**config.mk**
```make
export PLATFORM = sky130hd
export DESIGN_NAME = cskip_unit
export DESIGN_NICKNAME = d
export VERILOG_FILES = /design/src/rtl/cskip_pkg.sv /design/src/rtl/cskip_decode.sv /design/src/rtl/cskip_acc_lane.sv /design/src/rtl/cskip_status_bit.sv /design/src/rtl/cskip_unit.sv
export SDC_FILE = /design/constraint.sdc
export NUM_CORES = 1
export LEC_CHECK = 0
export ABC_AREA = 1
export BUFFER_PORTS_ARGS = -buffer_cell sky130_fd_sc_hd__buf_2
export CAP_MARGIN = 20
export CORE_ASPECT_RATIO = 1.1
export CORE_MARGIN = 2
export CORE_UTILIZATION = 39
export CTS_BUF_LIST = sky130_fd_sc_hd__clkbuf_8 sky130_fd_sc_hd__clkbuf_16
export DETAILED_ROUTE_END_ITERATION = 16
export SYNTH_ARGS = -nofsm -noshare
export SYNTH_HDL_FRONTEND = slang
export SYNTH_SLANG_ARGS = --single-unit
export TNS_END_PERCENT = 30
```
**constraint.sdc**
```tcl
create_clock -name clk -period 1.83 [get_ports clk]
set_input_delay 0.4575 -clock clk [delete_from_list [all_inputs] [get_ports clk]]
set_output_delay 0.4575 -clock clk [all_outputs]
set_load 0.02 [all_outputs]
```
**src/rtl/cskip_pkg.sv**
```systemverilog
package cskip_pkg;

  typedef enum logic [1:0] {
    MOD_KEEP   = 2'b00,
    MOD_CLEAR  = 2'b01,
    MOD_INVERT = 2'b10,
    MOD_ONES   = 2'b11
  } mod_e;

  typedef enum logic [1:0] {
    TST_NONE = 2'b00,
    TST_ZERO = 2'b01,
    TST_SIGN = 2'b10,
    TST_RSVD = 2'b11
  } tst_e;

  typedef struct packed {
    logic in_group;
    logic sel_k;
    logic sel_j;
    logic status_grp;
    logic pick_ovf;
    mod_e modify;
    logic incr;
    tst_e test;
    logic flip;
  } dec_t;

endpackage

```
**src/rtl/cskip_decode.sv**
```systemverilog
module cskip_decode
  import cskip_pkg::*;
#(
  parameter int WORD_W = 12
) (
  input  logic [WORD_W-1:0] instr,
  output dec_t              dec
);
  localparam int OPC_LSB = WORD_W - 4;
  localparam logic [3:0] GROUP_CODE = 4'b0011;

  logic [5:0] low;
  logic       grp;

  assign low = instr[5:0];
  assign grp = (instr[WORD_W-1:OPC_LSB] == GROUP_CODE);

  always_comb begin
    dec.in_group   = grp;
    dec.sel_k      = grp & instr[OPC_LSB-1];
    dec.sel_j      = grp & instr[OPC_LSB-2];
    dec.status_grp = grp & ~instr[OPC_LSB-1] & ~instr[OPC_LSB-2];
    dec.pick_ovf   = low[5];
    dec.modify     = mod_e'(low[4:3]);
    dec.test       = tst_e'(low[1:0]);
    dec.flip       = low[2];
    dec.incr       = (low[2:0] == 3'b100);
  end
endmodule

```
**src/rtl/cskip_acc_lane.sv**
```systemverilog
module cskip_acc_lane
  import cskip_pkg::*;
#(
  parameter int WORD_W = 12
) (
  input  logic [WORD_W-1:0] val_in,
  input  logic              sel,
  input  mod_e              modify,
  input  logic              incr,
  input  tst_e              test,
  input  logic              flip,
  output logic [WORD_W-1:0] val_out,
  output logic              cond
);
  localparam logic [WORD_W-1:0] ONE = {{(WORD_W-1){1'b0}}, 1'b1};

  logic [WORD_W-1:0] mod_v;

  always_comb begin
    unique case (modify)
      MOD_CLEAR:  mod_v = '0;
      MOD_INVERT: mod_v = ~val_in;
      MOD_ONES:   mod_v = '1;
      default:    mod_v = val_in;
    endcase
    if (!sel)       val_out = val_in;
    else if (incr)  val_out = mod_v + ONE;
    else            val_out = mod_v;
  end

  always_comb begin
    unique case (test)
      TST_ZERO: cond = flip ? (val_in == '0) : (val_in != '0);
      TST_SIGN: cond = flip ? val_in[WORD_W-1] : ~val_in[WORD_W-1];
      default:  cond = 1'b0;
    endcase
  end
endmodule

```
**src/rtl/cskip_status_bit.sv**
```systemverilog
module cskip_status_bit
  import cskip_pkg::*;
(
  input  logic bit_in,
  input  logic sel,
  input  mod_e modify,
  input  logic flip,
  output logic bit_out,
  output logic cond
);
  always_comb begin
    if (!sel) bit_out = bit_in;
    else begin
      unique case (modify)
        MOD_CLEAR:  bit_out = 1'b0;
        MOD_INVERT: bit_out = ~bit_in;
        MOD_ONES:   bit_out = 1'b1;
        default:    bit_out = bit_in;
      endcase
    end
    cond = sel & (flip ? ~bit_in : bit_in);
  end
endmodule

```
**src/rtl/cskip_unit.sv**
```systemverilog
module cskip_unit
  import cskip_pkg::*;
#(
  parameter int WORD_W = 12
) (
  input  logic              clk,
  input  logic              rst,
  input  logic              instr_valid,
  input  logic [WORD_W-1:0] instr,
  input  logic [WORD_W-1:0] j_in,
  input  logic [WORD_W-1:0] k_in,
  input  logic              ovf_in,
  input  logic              flag_in,
  output logic [WORD_W-1:0] j_out,
  output logic [WORD_W-1:0] k_out,
  output logic              ovf_out,
  output logic              flag_out,
  output logic              skip
);
  localparam int LANES = 2;
  localparam int STBITS = 2;

  dec_t dec;

  cskip_decode #(.WORD_W(WORD_W)) u_dec (
    .instr (instr),
    .dec   (dec)
  );

  logic [WORD_W-1:0] acc_in [LANES];
  logic [WORD_W-1:0] acc_nx [LANES];
  logic [LANES-1:0]  acc_sel;
  logic [LANES-1:0]  acc_cond;

  assign acc_in[0] = j_in;
  assign acc_in[1] = k_in;
  assign acc_sel   = {dec.sel_k, dec.sel_j};

  for (genvar g = 0; g < LANES; g++) begin : g_lane
    cskip_acc_lane #(.WORD_W(WORD_W)) u_lane (
      .val_in  (acc_in[g]),
      .sel     (acc_sel[g]),
      .modify  (dec.modify),
      .incr    (dec.incr),
      .test    (dec.test),
      .flip    (dec.flip),
      .val_out (acc_nx[g]),
      .cond    (acc_cond[g])
    );
  end

  // index 0 = flag, index 1 = overflow
  logic [STBITS-1:0] st_in, st_nx, st_sel, st_cond;

  assign st_in = {ovf_in, flag_in};

  for (genvar s = 0; s < STBITS; s++) begin : g_stat
    assign st_sel[s] = dec.status_grp & (dec.pick_ovf == (s == 1));
    cskip_status_bit u_bit (
      .bit_in  (st_in[s]),
      .sel     (st_sel[s]),
      .modify  (dec.modify),
      .flip    (dec.flip),
      .bit_out (st_nx[s]),
      .cond    (st_cond[s])
    );
  end

  logic any_hit, all_hit, acc_skip, st_skip;

  always_comb begin
    any_hit  = |(acc_sel & acc_cond);
    all_hit  = &(~acc_sel | acc_cond);
    acc_skip = 1'b0;
    if (|acc_sel) begin
      unique case (dec.test)
        TST_ZERO: acc_skip = dec.flip ? all_hit : any_hit;
        TST_SIGN: acc_skip = all_hit;
        default:  acc_skip = 1'b0;
      endcase
    end
    st_skip = dec.status_grp &
              (((dec.test == TST_ZERO) & (|st_cond)) | (dec.test == TST_SIGN));
  end

  always_ff @(posedge clk) begin
    if (rst) begin
      j_out    <= '0;
      k_out    <= '0;
      ovf_out  <= 1'b0;
      flag_out <= 1'b0;
      skip     <= 1'b0;
    end else if (instr_valid) begin
      j_out    <= acc_nx[0];
      k_out    <= acc_nx[1];
      ovf_out  <= st_nx[1];
      flag_out <= st_nx[0];
      skip     <= acc_skip | st_skip;
    end else begin
      skip     <= 1'b0;
    end
  end
endmodule

```
==> qor.txt <==
Status - finished, final reports clean
Fill cells - 696
Final setup violation count - 0
#FFs+latches synth - 27
Die Width - 83.6 um
Pwr dens - 468 nW/um2
H-tree depth - 1
Rel. slew slack - 69.7%
Fin crit period - 1.74 ns
Via count - 3,276
NumNets Final - 620
Fmax - 576 MHz
Die Ht - 91.5 um
Ys Warns - 0
Sequential Power Share - 37.3%
CTS buffer count - 3
Met3 WL - 470 um
Number of diodes - 0
Pre-antenna DRT Iters - 4
Clock transition at path regs - 0.10 ns
Clk_lat worst skew - 0.28 ns
First-pass GRT wire length - 14,200 um
Initial antenna violation count - 0
Total core area - 6670 um2
Crit path kind - input port to flip-flop
GRT overflow - 0
Fin. max-slew vios - 0
Storage cell area - 541 um2
Sequential area share after synthesis - 19.9%
Share of layout cells above drive strength 1 - 34.0%
Largest net degree at the start of global routing - 26
Clock Power Share - 20.9%
NetSw - 0.646 mW
Post-Syn Area - 2720 um2
Via/cell ratio - 5.00
Most frequent cells in the layout - nand2_1, buf_2, buf_4
Mapped Nets - 505
Clk sinks - 27
Peak VDD IR - 0.000339 V
Worst Path Arrival - 1.95 ns
Final WL - 8650 um
I/O pin count - 68
GRT Util Overall - 22.4%
Int Power - 1.07 mW
# port buffers - 67
Combinational power share - 41.8%
Post-route ant nets - 0
CTS hold repair buffers - 0
Syn Area/Cell - 5.92 um2
CP Max Fanout - 5
Setup TNS - 0 ns
Final Skew - 0 ns
Mapped Cells - 459
Vias in the first global route - 3,089
GPL Wtd Cong - 0.893
Number of max-cap violations - 0
CTS root buffer - clkbuf_8
Period utilization - 94.9%
Commonest non-fill, non-tap cell in the layout - nand2_1
Hold WC Path Type - flip-flop to flip-flop
Switching share of power - 37.8%
Pleak - 1.82 nW
Area of the multi-input gates - 1930 um2
Initial Util - 40.7%
Met1 WL - 4080 um
Top Metal Used - met4
Per-cell routed wire length - 13.2 um
TritonCTS clock tree - built
Wire length on met2 - 3980 um
Fin area - 3660 um2
Placed cell areas - 3530 um2
Post-DP HPWL - 6850 um
Setup crit end kind - flip-flop
Iteration-0 DRC Markers - 230
Distinct cells, synth - 36
# rows - 31
Die area - 7650 um2
CTS Buffer Depth - 2
Slew @ Worst Pin - 0.450 ns
Layout overhead on the synthesized area - 34.7%
Startpoint types - input port
WP data required - 2.04 ns
DR DRC count - 0
Final hold violation count - 0
what timing repair did:
item	CTS	global route
setup endpoints to repair	0	15
setup buffers	0	1
gates resized for setup	0	24
Yosys cell counts (all sizes together):
cell / instances / share of area [%]
a21boi: 2 / 0.55
a21oi: 54 / 11
a31o: 1 / 0.32
buf: 8 / 2.7
clkbuf: 10 / 1.4
dfxtp: 27 / 20
ha: 5 / 2.3
inv: 55 / 7.7
nand2: 142 / 21
nand3: 42 / 8.8
nand4: 13 / 3.0
nor2: 48 / 8.8
nor3: 3 / 0.55
o211ai: 2 / 0.55
o21ai: 37 / 7.5
o21bai: 2 / 0.97
o31ai: 2 / 0.55
xnor2: 1 / 0.32
xor2: 5 / 1.6
path summary, 6_finish.rpt:
kind | to | startpoint | cells past startpoint | slack, ns
setup / recovery | j_out[10]$_SDFFE_PP0P_ | instr[3] | 17 | 0.09
setup reg to reg | flag_out$_SDFFE_PP0P_ | flag_out$_SDFFE_PP0P_ | 4 | 1.15
hold reg to reg | j_out[7]$_SDFFE_PP0P_ | j_out[7]$_SDFFE_PP0P_ | 2 | 0.47
hold / removal | j_out[7]$_SDFFE_PP0P_ | j_out[7]$_SDFFE_PP0P_ | 2 | 0.47
registers in the layout (all words and copies together), names as in the netlist:
name / cells
skip: 1
k_out: 12
j_out: 12
flag_out: 1
ovf_out: 1
per-layer routing:
metal	vias up	global-route usage, %
met5	-	0
met4	0	5.24
met3	8	3.27
met2	80	38.6
met1	1463	29.5
li1	1725	-
kinds of logic after synthesis:
| kind of cell | synth area share [%] |
|---|---|
| compound gates | 21.6 |
| xor+xnor | 1.93 |
| fa+ha+maj | 2.30 |
| buf+inv | 11.8 |
| flops | 19.9 |
| simple gates | 42.4 |
critical path, cell delays in order:
cell,delay (ns)
buf_6,0.11
clkinvlp_4,0.10
nand2_8,0.08
nand3_4,0.07
nand2_2,0.07
inv_2,0.07
ha_4,0.12
inv_2,0.03
nor2_2,0.08
nand2_2,0.08
nor2_4,0.18
nand3_2,0.10
nor2_1,0.11
nand2_1,0.06
nand3_1,0.06
nand2_1,0.05
a21oi_1,0.12
cell type report:
cell class | instances | area share (%)
multi-input combinational | 359 | 52.8
timing repair buffer | 128 | 22.5
sequential | 27 | 14.8
inverter | 55 | 5.88
tap | 82 | 2.80
clock buffer | 3 | 1.13
clock inverter | 1 | 0.103
through the flow:
step | hold slack [ns] | util (%) | instances | worst slack (ns) | total power [mW]
final | 0.467 | 54.8 | 655 | 0.0937 | 1.71
after global routing | 0.487 | 54.8 | 655 | -0.0233 | 1.83
after CTS | 0.469 | 53.6 | 654 | 0.0475 | 1.70
after detailed placement | 0.454 | 52.9 | 650 | -0.244 | 1.34
after global placement | 0.450 | 52.9 | 650 | -0.220 | 1.33
after floorplan | 0.545 | - | 459 | -0.00579 | 1.06
power by group through the flow:
stage,registers [mW],clock network [mW],logic (mW)
finish,0.639,0.358,0.715
global route,0.644,0.395,0.795
CTS,0.639,0.369,0.692
detailed placement,0.653,0,0.688
global placement,0.652,0,0.682
floorplan,0.697,0,0.368
Power figures use the tool's default switching activity.
